### src/rtl/wdg_pkg.sv
package wdg_pkg;

    localparam logic [7:0] RESTART_KEY = 8'hC4;
    localparam int         FIELD_W     = 12;

    typedef enum logic [1:0] {
        ADR_CTRL  = 2'd0,
        ADR_CFG   = 2'd1,
        ADR_STAT  = 2'd2,
        ADR_COUNT = 2'd3
    } wdg_addr_e;

    // Configuration word; packed from the top bit down.
    typedef struct packed {
        logic               idle_stop;
        logic               dbg_stop;
        logic               fault_en;
        logic               irq_en;
        logic [FIELD_W-1:0] window;
        logic [FIELD_W-1:0] reload;
    } wdg_cfg_t;

    typedef struct packed {
        logic win_err;
        logic under;
    } wdg_flags_t;

    function automatic wdg_cfg_t cfg_default();
        wdg_cfg_t c;
        c.idle_stop = 1'b0;
        c.dbg_stop  = 1'b0;
        c.fault_en  = 1'b1;
        c.irq_en    = 1'b0;
        c.window    = '1;
        c.reload    = '1;
        return c;
    endfunction

    function automatic logic is_restart(input logic [31:0] w);
        return (w[31:24] == RESTART_KEY) && w[0];
    endfunction

endpackage

### src/rtl/wdg_prescaler.sv
module wdg_prescaler #(
    parameter int PRESC = 128
) (
    input  logic clk,
    input  logic rst,
    input  logic tick_en,
    input  logic halt,
    input  logic clear,
    output logic step
);
    localparam int PW = (PRESC > 1) ? $clog2(PRESC) : 1;
    localparam logic [PW-1:0] LAST = PW'(PRESC - 1);

    logic [PW-1:0] phase;
    logic          live;

    assign live = tick_en && !halt;
    assign step = live && (phase == LAST);

    always_ff @(posedge clk) begin
        if (rst || clear) begin
            phase <= '0;
        end else if (live) begin
            phase <= step ? '0 : phase + 1'b1;
        end
    end
endmodule

### src/rtl/wdg_counter.sv
module wdg_counter #(
    parameter int CNT_W = 12
) (
    input  logic             clk,
    input  logic             rst,
    input  logic             load,
    input  logic [CNT_W-1:0] load_val,
    input  logic [CNT_W-1:0] reload_val,
    input  logic             step,
    output logic [CNT_W-1:0] count,
    output logic             under_evt
);
    logic at_end;

    assign at_end    = (count <= CNT_W'(1));
    assign under_evt = step && !load && at_end;

    always_ff @(posedge clk) begin
        if (rst) begin
            count <= '1;
        end else if (load) begin
            count <= load_val;
        end else if (step) begin
            count <= at_end ? reload_val : count - 1'b1;
        end
    end
endmodule

### src/rtl/wdg_regs.sv
module wdg_regs
    import wdg_pkg::*;
#(
    parameter int CNT_W = 12
) (
    input  logic             clk,
    input  logic             rst,
    input  logic             wr_en,
    input  logic             rd_en,
    input  logic [1:0]       addr,
    input  logic [31:0]      wdata,
    input  logic [CNT_W-1:0] count,
    input  logic             under_evt,
    output wdg_cfg_t         cfg,
    output logic             locked,
    output wdg_flags_t       flags,
    output logic             load,
    output logic [CNT_W-1:0] load_val,
    output logic             err_evt,
    output logic [31:0]      rdata
);
    wdg_addr_e  sel;
    logic       restart, in_window, accept, cfg_wr, stat_rd;
    wdg_flags_t kept, events;

    assign sel       = wdg_addr_e'(addr);
    assign restart   = wr_en && (sel == ADR_CTRL) && is_restart(wdata);
    assign in_window = (count <= cfg.window[CNT_W-1:0]);
    assign accept    = restart && in_window;
    assign err_evt   = restart && !in_window;
    assign cfg_wr    = wr_en && (sel == ADR_CFG) && !locked;
    assign stat_rd   = rd_en && (sel == ADR_STAT);
    assign load      = accept || cfg_wr;
    assign load_val  = cfg_wr ? wdata[CNT_W-1:0] : cfg.reload[CNT_W-1:0];

    assign events.win_err = err_evt;
    assign events.under   = under_evt;
    assign kept           = stat_rd ? '0 : flags;

    always_ff @(posedge clk) begin
        if (rst) begin
            cfg    <= cfg_default();
            locked <= 1'b0;
            flags  <= '0;
        end else begin
            if (cfg_wr) begin
                cfg    <= wdg_cfg_t'(wdata[$bits(wdg_cfg_t)-1:0]);
                locked <= 1'b1;
            end
            flags <= kept | events;
        end
    end

    always_comb begin
        unique case (sel)
            ADR_CFG:   rdata = 32'(cfg);
            ADR_STAT:  rdata = 32'(flags);
            ADR_COUNT: rdata = 32'(count);
            default:   rdata = '0;
        endcase
    end
endmodule

### src/rtl/win_watchdog.sv
module win_watchdog
    import wdg_pkg::*;
#(
    parameter int CNT_W = 12,
    parameter int PRESC = 128
) (
    input  logic        clk,
    input  logic        rst,
    input  logic        tick_en,
    input  logic        dbg_halt,
    input  logic        idle_halt,
    input  logic        wr_en,
    input  logic        rd_en,
    input  logic [1:0]  addr,
    input  logic [31:0] wdata,
    output logic [31:0] rdata,
    output logic        fault_o,
    output logic        irq_o
);
    wdg_cfg_t         cfg;
    wdg_flags_t       flags;
    logic             locked, load, err_evt, under_evt, step, halt, any_flag;
    logic [CNT_W-1:0] count, load_val;

    assign halt = (dbg_halt && cfg.dbg_stop) || (idle_halt && cfg.idle_stop);

    wdg_prescaler #(.PRESC(PRESC)) u_presc (
        .clk     (clk),
        .rst     (rst),
        .tick_en (tick_en),
        .halt    (halt),
        .clear   (load),
        .step    (step)
    );

    wdg_counter #(.CNT_W(CNT_W)) u_cnt (
        .clk        (clk),
        .rst        (rst),
        .load       (load),
        .load_val   (load_val),
        .reload_val (cfg.reload[CNT_W-1:0]),
        .step       (step),
        .count      (count),
        .under_evt  (under_evt)
    );

    wdg_regs #(.CNT_W(CNT_W)) u_regs (
        .clk       (clk),
        .rst       (rst),
        .wr_en     (wr_en),
        .rd_en     (rd_en),
        .addr      (addr),
        .wdata     (wdata),
        .count     (count),
        .under_evt (under_evt),
        .cfg       (cfg),
        .locked    (locked),
        .flags     (flags),
        .load      (load),
        .load_val  (load_val),
        .err_evt   (err_evt),
        .rdata     (rdata)
    );

    assign any_flag = |flags;
    assign fault_o  = any_flag && cfg.fault_en;
    assign irq_o    = any_flag && cfg.irq_en;
endmodule

### config.mk
export PLATFORM = sky130hd
export DESIGN_NAME = win_watchdog
export DESIGN_NICKNAME = d
export VERILOG_FILES = /design/src/rtl/wdg_pkg.sv /design/src/rtl/wdg_prescaler.sv /design/src/rtl/wdg_counter.sv /design/src/rtl/wdg_regs.sv /design/src/rtl/win_watchdog.sv
export SDC_FILE = /design/constraint.sdc
export NUM_CORES = 1
export LEC_CHECK = 0
export BUFFER_PORTS_ARGS = -buffer_cell sky130_fd_sc_hd__buf_4
export CAP_MARGIN = 20
export CELL_PAD_IN_SITES_DETAIL_PLACEMENT = 1
export CELL_PAD_IN_SITES_GLOBAL_PLACEMENT = 1
export CORE_UTILIZATION = 41
export CTS_BUF_LIST = sky130_fd_sc_hd__clkbuf_8
export DETAILED_ROUTE_END_ITERATION = 10
export PLACE_DENSITY_LB_ADDON = 0.1
export REMOVE_ABC_BUFFERS = 1
export SLEW_MARGIN = 20
export SYNTH_ARGS = -nofsm -noshare
export SYNTH_HDL_FRONTEND = slang
export SYNTH_SLANG_ARGS = --single-unit
### constraint.sdc
create_clock -name clk -period 3.3 [get_ports clk]
set_input_delay 0.165 -clock clk [delete_from_list [all_inputs] [get_ports clk]]
set_output_delay 0.165 -clock clk [all_outputs]
set_load 0.01 [all_outputs]
After elaboration in Yosys (flattened, before gate mapping)
Cells that the tools add are included.
W data, S select, Z words.
{ "word_totals": {"register_bits": 50, "output_inout_bits": 34} }
{ "op_classes": {"magnitude_cmp": 2, "n_eq_ne": 5, "n_mux": 7, "bitwise": 1, "n_addsub": 2, "n_reduce_logical": 26} }
{ "ops": {"columns": ["cell", "count"], "rows": [
  ["$pmux W28 S3", 1],
  ["$mux W12", 4],
  ["$logic_and A1 B1 Y1", 16],
  ["$le A12 B1 Y1 const B", 1],
  ["$le A12 B12 Y1", 1],
  ["$sub A12 B1 Y12 const B", 1],
  ["$eq A8 B8 Y1 const B", 1],
  ["$add A7 B1 Y7 const B", 1],
  ["$eq A7 B7 Y1 const B", 1],
  ["$mux W7", 1],
  ["$eq A2 B2 Y1 const B", 2],
  ["$logic_not A1 Y1", 4],
  ["$logic_or A1 B1 Y1", 3],
  ["$eq A2 B1 Y1 const B", 1],
  ["$logic_not A2 Y1", 1],
  ["$mux W2", 1],
  ["$or A2 B2 Y2", 1],
  ["$reduce_bool A2 Y1", 1],
  ["$reduce_or A2 Y1", 1]
]} }

Logic depth before layout (Yosys ltp)
Gate-level depths: netlist of run 1.
{ "depth": {"ltp_word": 9, "ltp_mapped": 9, "depth_no_buf": 7} }

Modules after synthesis
A second synthesis of run 1 with hierarchy kept.
{ "unflattened": {"hier_cells": 376, "hier_area_um2": 3243.1} }
{ "modules_own_cells": {"columns": ["mod", "cells_each", "seq_area_each_um2", "instances", "area_each_um2"], "rows": [
  ["wdg_regs", 212, 620.6, 1, 1903.1],
  ["wdg_counter", 121, 240.2, 1, 967.2],
  ["wdg_prescaler", 40, 140.1, 1, 349.1],
  ["win_watchdog", 3, 0.0, 1, 23.8]
]} }

Worst setup path after synthesis of run 1
No wires, ideal clock.
{ "synth_timing": {"path_kind": "reg2reg", "start": "register u_cnt.count[7]", "end": "register u_cnt.count[3]", "setup_slack_ns": 0.809, "arrival_time_ns": 2.371, "synth_period_minus_slack_ns": 2.491, "stages_incl_launch_ff": 7, "required_time_ns": 3.179, "setup_time_ns": 0.121, "path_buffers": 1, "cell_sequence": "dfxtp_1 -> or4_4 -> or4_4 -> buf_6 -> mux2_4 -> a221o_1 -> mux2_2"} }
{ "synth_via": {"elab_chain_cells": 4, "word_cells_on_any_way": 8} }
{ "synth_lines": {"columns": ["item", "line", "rtl"], "rows": [
  ["from (decl)", "wdg_counter.sv:10", "output logic [CNT_W-1:0] count,"],
  ["from (signal assigned)", "wdg_counter.sv:22", "count <= load_val;"],
  ["from (signal assigned)", "wdg_counter.sv:24", "count <= at_end ? reload_val : count - 1'b1;"],
  ["$le A12 B1 Y1 / $le A12 B12 Y1 (equally long branches)", "wdg_counter.sv:15, wdg_regs.sv:28", null],
  ["$mux W12 / $logic_and A1 B1 Y1 (equally long branches)", "wdg_counter.sv:24, wdg_regs.sv:29", null],
  ["$mux W12 / $logic_or A1 B1 Y1 (equally long branches)", "wdg_counter.sv:23, wdg_regs.sv:33", null],
  ["$mux W12 / $reduce_bool A2 Y1 (equally long branches)", null, null]
]} }
Parallel ways exist; a longest one is shown, timed or not. The select of a mux whose other input is x is not followed.
A chain may end at the register's enable or synchronous reset.

Worst setup path in the final report of run 1
{ "layout_timing": {"start": "register u_cnt.count[4]", "end": "register u_cnt.count[3]"} }
Same word-level chain as after synthesis.

==> out/results.env, run 1 <==
POSTLAYOUTCELLAREA_SQ_UM=3760
R2R_SETUP_SLACK_NS=0.69
SLEW_VIOLATIONS=0
HOLD_END='u_regs.cfg[12]'
WORSTREG2REGSTART='u_cnt.count[4]'
START_POINT_OF_THE_WORST_HOLD_PATH='wdata[12]'
CTS_BUFFER_DEPTH=2
MAX-SLEW-MARGIN-REL_PCT=40.3
PLACE_CONGESTION=0.830
POWER.SWITCHING_uW=364
SWSHARE_PCT=28.1
CTS_SETUP_BUFFERS=0
TIMING_HOLD_VIOLATIONS_FINAL=0
FINAL_CRITICAL_PATH_SETUP_SLACK_NS=0.688
WORSTREGTOREGCELLS=5
FIN_SETUP_TNS_NS=0
TIGHTEST_HOLD_CHECK_TYPE='input port to flop'
DRT-WIRELENGTH-PER-CELL_UM=16.9
SYNTH.FF_LATCH_COUNT=50
AREA_GROWTH_PCT=22.1
FINAL_NET_COUNT=469
PLACE_WS_NS=0.713
POSTCTSHOLDBUFS=0
SYNTH_MOST_COMMON_CELL='sky130_fd_sc_hd__dfxtp_1'
YOSYS.AREA.TOP_TYPE='sky130_fd_sc_hd__dfxtp_1'
GRT_PASS1_WL_MM=13.6
CLOCKPOWERSHARE_PCT=29.4
NUMBER_OF_ROWS_CREATED_AT_FLOORPLAN=31
FIN_WORST_SKEW_NS=0.0123
HTREE_LEVELS=2
RUN_STATUS='complete, no violations'
FLOORPLAN.DIE_AREA_SQ_UM=7870
PERIOD_NEEDED_NS=2.61
WORST_SETUP_PATH_END_KIND='flop'
SYNTH-MAIN-FF-CELL='sky130_fd_sc_hd__dfxtp_1'
CP_DATA_REQUIRED_TIME_NS=3.50
POST-DP-HPWL_MM=6.23
CORE-AREA_SQ_UM=7250
CTS_REPAIR_RESIZE_COUNT=0
TIGHTESTPINTRANSITION_NS=0.888
PROPORTION_OF_SYNTHESIZED_FLIP_FLOPS_HAVING_ASYNCHRONOUS_SET_OR_RESET_PCT=0
CTS_MADE_BUFFERS=5
CTS_NUM_SINKS=50
SYN-MEAN-INSTANCE-AREA_SQ_UM=8.68
INITIAL_UTILIZATION_PCT=42.5
PLACEDINSTANCEAREA_SQ_UM=3670
IO-PIN-COUNT=75
DRT_FIRST_PASS_ITERS=4
R2R_END='u_cnt.count[3]'
FINALWIRELENGTH_MM=8.65
CRITPATHLAUNCHTYPE='flop'
POST_DRT_VIA_CELL_RATIO=5.49
ANTENNA_FOUND_INITIAL=0
N_ANTENNA_CELL=0
ROUTE.VIAS.TOTAL=2814
SYNTHCELLS=355
NUMBER_OF_ENABLE_FLIP_FLOP_CELLS_AFTER_SYNTHESIS=0
RSZ0062_AT_GRT='false'
TIMING.SETUP.CRITICAL_PATH_CLASS='flop to flop'
PERIOD_SHARE_PCT=79.2
YS_SEQ_AREA_SHARE_PCT=32.5
STDCELL_COUNT=513
TOTAL_POWER_mW=1.30
GRT_REMAINING_OVERFLOW=0
GLOBALROUTETOTALUTIL_PCT=22.5
DRIVE_GT1_SHARE_PCT=25.8
POST_SYNTH_NUM_CELL_TYPES=53
CHIP_WIDTH_UM=88.7
SYNTH_LARGEST_TYPE_AREA_FRACTION_PCT=32.5
P_LEAK_nW=1.63
REGISTER_AREA_SQ_UM=1000
SYNTH.TOP_CELLS.BY_AREA='sky130_fd_sc_hd__dfxtp_1 (32%), sky130_fd_sc_hd__a211o_1 (6.8%), sky130_fd_sc_hd__ha_1 (6.1%)'
IR_DROP_uV=159
POST_PLACEMENT_CELL_COUNT=505
DRV_CAP=0
SETUP_VIOL_COUNT_FINAL=0
FINAL_CORE_UTIL_PCT=51.9
COMBPWRFRAC_PCT=20.7
SEQUENTIALPOWERSHARE_PCT=49.9
CRITPATHMAXFANOUT=15
POWER.DENSITY_CELL_AREA_nW_PER_UM2=344
HOLD_SLACK_NS=0.0460
INT_PWR_uW=932
IO_BUFFER_COUNT=70
AREA_OF_THE_MULTI_INPUT_GATES_SQ_UM=1900
SYNTH_AREA_SQ_UM=3080
NFILLCELLS=895
VIAS_IN_THE_FIRST_GLOBAL_ROUTE=2805
WORST_EP_ARRIVAL_TIME_NS=2.81
GRT_MAX_DEGREE=53
CLOCK_PIN_SLEW_ON_THE_WORST_SETUP_AND_HOLD_PATHS_NS=0.10
SYNTH-WARNING-COUNT=0
DETAIL-ROUTE-ANTENNA-NETS=0
CELL_AT_THE_ROOT_OF_THE_CLOCK_TREE='sky130_fd_sc_hd__clkbuf_8'
WHS_PATH_DEPTH=2
MAXCLOCKFREQUENCY_MHz=383
POST_SYNTH_MOST_FREQUENT_CELLS='sky130_fd_sc_hd__dfxtp_1 (50), sky130_fd_sc_hd__nor2b_1 (26), sky130_fd_sc_hd__nor2_1 (25)'
TRITONCTS_CLOCK_TREE='done'
WORST_SKEW_PAIR.LATE_LATENCY_NS=0.31
DETAILED_ROUTE_ITER0_VIOLATIONS=106
DIE_Y_UM=88.7
ROUTE.DETAILED.DRC=0
==> worst max-delay path by stage <==
stage                              start         endpoint  slack (ns)  depth (start not counted)
final                     u_cnt.count[4]   u_cnt.count[3]        0.69                          5
after global placement    u_cnt.count[4]   u_cnt.count[3]        0.77                          5
after CTS                 u_cnt.count[4]   u_cnt.count[3]        0.69                          5
after floorplan           u_cnt.count[2]   u_cnt.count[0]        0.08                          6
after global routing      u_cnt.count[2]  u_cnt.count[11]        0.60                          7
after detailed placement  u_cnt.count[4]   u_cnt.count[3]        0.71                          5
==> cell families (layout without fill, tap and decap cells) <==
group / after synthesis / after routing / synth area share (%)
xor+xnor: 5 / 5 / 1.42
buf+inv: 46 / 102 / 6.41
fa+ha+maj: 15 / 15 / 6.09
simple gates: 127 / 127 / 23.8
compound gates: 81 / 81 / 19.2
mux: 30 / 30 / 10.4
other cells: 1 / 4 / 0.122
flops: 50 / 50 / 32.5
==> power groups by stage <==
stage                     registers (mW)  logic, mW  clock network [mW]
after global routing               0.650      0.294               0.416
after detailed placement           0.661      0.269                   0
after floorplan                    0.657      0.138                   0
final                              0.646      0.269               0.381
after CTS                          0.647      0.271               0.397
after global placement             0.659      0.263                   0
==> area by class of cell <==
class / count / area share, %
multi-input cells: 262 / 50.5
repair buffers: 77 / 15.4
well taps: 99 / 3.29
clock inverters: 2 / 0.332
clock buffers: 6 / 2.19
inverters: 17 / 1.70
flip-flops and latches: 50 / 26.6
==> cells in the final DEF (no fill, tap or decap), drive strengths merged, types with 12 or more instances in the layout <==
cell	n
dfxtp	50
o21ai	12
ha	15
a211o	24
buf	77
nor2b	26
nor3	13
inv	17
mux2	14
a21oi	12
nor2	25
and2	16
mux2i	16
==> critical path: stages (launching register included) <==
cell,delay [ns]
sky130_fd_sc_hd__dfxtp_1,0.39
sky130_fd_sc_hd__or3_1,0.53
sky130_fd_sc_hd__or4_4,0.71
sky130_fd_sc_hd__mux2_4,0.34
sky130_fd_sc_hd__a221o_1,0.28
sky130_fd_sc_hd__mux2_2,0.25
==> registers in the layout, summed over array words and instances (netlist names) <==
| name | count |
|---|---|
| u_cnt.count | 12 |
| u_regs.flags | 2 |
| u_presc.phase | 7 |
| u_regs.locked | 1 |
| u_regs.cfg | 28 |
==> metal layers <==
layer | wire length [um] | track usage [%] | up-vias
met5 | 0 | 0 | -
met4 | 108 | 6.74 | 0
met3 | 292 | 3.64 | 8
met2 | 4190 | 39.2 | 57
met1 | 4060 | 28.4 | 1359
li1 | - | - | 1390
No activity file was read; power rests on OpenSTA's default activity.
==> inputs of run 2 (changes only) <==
--- a/config.mk
+++ b/config.mk
@@ -9,7 +9,7 @@
 export CAP_MARGIN = 20
 export CELL_PAD_IN_SITES_DETAIL_PLACEMENT = 1
 export CELL_PAD_IN_SITES_GLOBAL_PLACEMENT = 1
-export CORE_UTILIZATION = 41
+export CORE_UTILIZATION = 37
 export CTS_BUF_LIST = sky130_fd_sc_hd__clkbuf_8
 export DETAILED_ROUTE_END_ITERATION = 10
 export PLACE_DENSITY_LB_ADDON = 0.1
==> constraint.sdc (replaced) <==
create_clock -name clk -period 2.2 [get_ports clk]
set_input_delay 0.11 -clock clk [delete_from_list [all_inputs] [get_ports clk]]
set_output_delay 0.11 -clock clk [all_outputs]
set_load 0.01 [all_outputs]
==> out/results.env, run 2 (synthesized netlist as in run 1, its figures left out) <==
DIE_Y_UM=93.3  # was 88.7 um
IO-PIN-COUNT=75  # unchanged
TOP_REGISTER='u_regs.cfg'  # unchanged
CRITPATHLAUNCHTYPE='flop'  # unchanged
TIGHTESTPINTRANSITION_NS=0.818  # was 0.888 ns
GLOBALROUTETOTALUTIL_PCT=23.3  # was 22.5%
TIGHTEST_HOLD_CHECK_TYPE='input port to flop'  # unchanged
R2R_END='u_cnt.count[3]'  # unchanged
DRV_CAP=0  # unchanged
LARGEST_REGISTERS='u_regs.cfg: 28 flops, u_cnt.count: 12 flops, u_presc.phase: 7 flops'  # unchanged
CTS_BUFFER_DEPTH=2  # unchanged
FINAL_CELL_MIX='sky130_fd_sc_hd__buf_4 (114), sky130_fd_sc_hd__dfxtp_1 (44), sky130_fd_sc_hd__nor2b_1 (26)'  # was sky130_fd_sc_hd__buf_4 (77), sky130_fd_sc_hd__dfxtp_1 (50), sky130_fd_sc_hd__nor2b_1 (26)
HTREE_LEVELS=2  # unchanged
TOTAL_POWER_mW=2.17  # was 1.30 mW
WORST_SKEW_PAIR.LATE_LATENCY_NS=0.31  # about the same
TRITONCTS_CLOCK_TREE='done'  # unchanged
NFILLCELLS=923  # was 895
PERIOD_SHARE_PCT=108  # was 79.2%
WHS_PATH_DEPTH=2  # unchanged
FLOORPLAN.DIE_AREA_SQ_UM=8700  # was 7870 sq um
RUN_STATUS='complete, but fails checks'  # was complete, no violations
CORE-AREA_SQ_UM=7890  # was 7250 sq um
VIAS_IN_THE_FIRST_GLOBAL_ROUTE=3226  # was 2,805
WORSTREG2REGSTART='u_cnt.count[7]'  # was u_cnt.count[4]
CP_DATA_REQUIRED_TIME_NS=2.40  # was 3.50 ns
VIOLATIONS='setup timing'
POWER.DENSITY_CELL_AREA_nW_PER_UM2=492  # was 344 nW/um^2
START_POINT_OF_THE_WORST_HOLD_PATH='wdata[20]'  # was wdata[12]
AREA_GROWTH_PCT=43.1  # was 22.1%
PLACE_WS_NS=-0.171  # was 0.713 ns
DETAILED_ROUTE_ITER0_VIOLATIONS=84  # was 106
IO_BUFFER_COUNT=70  # unchanged
ROUTE.VIAS.TOTAL=3117  # was 2,814
MET1_LENGTH_MM=4.40  # was 4.06 mm
PLACE_CONGESTION=0.804  # was 0.830
AREA_OF_THE_MULTI_INPUT_GATES_SQ_UM=2090  # was 1900 sq um
SLEW_VIOLATIONS=0  # unchanged
CHIP_WIDTH_UM=93.3  # was 88.7 um
R2R_SETUP_SLACK_NS=-0.18  # was 0.69 ns
POST-DP-HPWL_MM=6.90  # was 6.23 mm
DRIVE_GT1_SHARE_PCT=39.0  # was 25.8%
IR_DROP_uV=342  # was 159 uV
GRT_PASS1_WL_MM=15.7  # was 13.6 mm
ROUTE.DETAILED.DRC=0  # unchanged
FINAL_CRITICAL_PATH_SETUP_SLACK_NS=-0.177  # was 0.688 ns
NUMBER_OF_ROWS_CREATED_AT_FLOORPLAN=32  # was 31
CTS_MADE_BUFFERS=5  # unchanged
TIMING_HOLD_VIOLATIONS_FINAL=0  # unchanged
ROUTED.TOP_LAYER='met4'  # unchanged
CELL_AT_THE_ROOT_OF_THE_CLOCK_TREE='sky130_fd_sc_hd__clkbuf_8'  # unchanged
MAX-SLEW-MARGIN-REL_PCT=45.0  # was 40.3%
CTS_NUM_SINKS=50  # unchanged
FIN_WORST_SKEW_NS=0.00505  # was 0.0123 ns
P_LEAK_nW=1.90  # was 1.63 nW
HOLD_END='u_regs.cfg[20]'  # was u_regs.cfg[12]
SETUP_VIOL_COUNT_FINAL=9  # was 0
REGISTER_AREA_SQ_UM=1010  # was 1000 sq um
INITIAL_UTILIZATION_PCT=39.1  # was 42.5%
DETAIL-ROUTE-ANTENNA-NETS=0  # unchanged
PERIOD_NEEDED_NS=2.38  # was 2.61 ns
N_ANTENNA_CELL=0  # unchanged
RSZ0062_AT_GRT='true'  # was false
GRT_MAX_DEGREE=53  # unchanged
WORST_EP_ARRIVAL_TIME_NS=2.58  # was 2.81 ns
WORSTREGTOREGCELLS=5  # unchanged
GRT_REMAINING_OVERFLOW=0  # unchanged
MAXCLOCKFREQUENCY_MHz=421  # was 383 MHz
MET2_WIRE_LENGTH_MM=5.25  # was 4.19 mm
POST_DRT_VIA_CELL_RATIO=5.51  # was 5.49
TIMING.SETUP.CRITICAL_PATH_CLASS='flop to flop'  # unchanged
FINAL_COMMON_CELL='sky130_fd_sc_hd__buf_4'  # unchanged
FINALWIRELENGTH_MM=10.3  # was 8.65 mm
MET3ROUTEDLENGTH_UM=390  # was 292 um
WORST_SETUP_PATH_END_KIND='flop'  # unchanged
DRT-WIRELENGTH-PER-CELL_UM=18.2  # was 16.9 um
LARGEST_REG_FLOPS=28  # unchanged
ANTENNA_FOUND_INITIAL=0  # unchanged
CLOCK_PIN_SLEW_ON_THE_WORST_SETUP_AND_HOLD_PATHS_NS=0.10  # about the same
CRITPATHMAXFANOUT=4  # was 15
DRT_FIRST_PASS_ITERS=7  # was 4
FINAL_NET_COUNT=519  # was 469
[run 2: worst max-delay path, cell delays in order (launching register included)]
cell and delay (ns):
sky130_fd_sc_hd__dfxtp_1 0.32, sky130_fd_sc_hd__or4_4 0.54, sky130_fd_sc_hd__or4_4 0.53, sky130_fd_sc_hd__mux2_4 0.31
sky130_fd_sc_hd__a221o_1 0.29, sky130_fd_sc_hd__mux2_2 0.27
[run 2: how the worst max path moves through the flow]
stage | from | to | slack (ns) | cells after the start
finish | u_cnt.count[7] | u_cnt.count[3] | -0.18 | 5
global route | u_cnt.count[7] | u_cnt.count[3] | -0.21 | 5
CTS | u_cnt.count[7] | u_cnt.count[3] | -0.14 | 5
detailed placement | wdata[25] | u_cnt.count[8] | -0.17 | 7
global placement | u_cnt.count[7] | u_cnt.count[3] | -0.14 | 5
floorplan | u_cnt.count[2] | u_cnt.count[0] | -1.02 | 6
[run 2: layout make-up]
class                   count  area share [%]
clock buffers               5            1.56
clock inverters             3            1.02
inverters                  17            1.45
multi-input cells         262            47.5
flip-flops and latches     50            22.9
well taps                 102            2.89
repair buffers            127            22.8
[run 2: what timing repair did]
action	CTS	global route
hold endpoints to repair	8	1
pin swaps	2	10
gates cloned	1	0
hold buffers	8	1
setup endpoints to repair	14	20
gates resized for setup	17	27
buffers inserted	2	8
[run 2: per-stage QoR]
| stage | util [%] | hold WS [ns] | setup TNS, ns | cell area (sq um) | std cells |
|---|---|---|---|---|---|
| detailed placement | 49.5 | 0.316 | -2.47 | 3910 | 539 |
| floorplan | - | 0.179 | -20.82 | 2960 | 329 |
| global placement | 49.5 | 0.312 | -1.03 | 3910 | 539 |
| global route | 55.9 | 0.00459 | -1.50 | 4410 | 566 |
| CTS | 53.0 | 0.000851 | -0.321 | 4180 | 558 |
| finish | 55.9 | 0.000667 | -0.894 | 4410 | 566 |
[run 2: routing by layer]
layer  vias up  track usage (%)
met5         -                0
met4         0             8.33
li1       1495                -
met3        14             3.17
met2        81             41.4
met1      1527             28.6
[run 2: power by group]
part / switching [mW] / total (mW) / internal (mW)
sequential: 0.0270 / 0.970 / 0.943
clock: 0.333 / 0.672 / 0.339
combinational: 0.253 / 0.529 / 0.276
total: 0.613 / 2.17 / 1.56
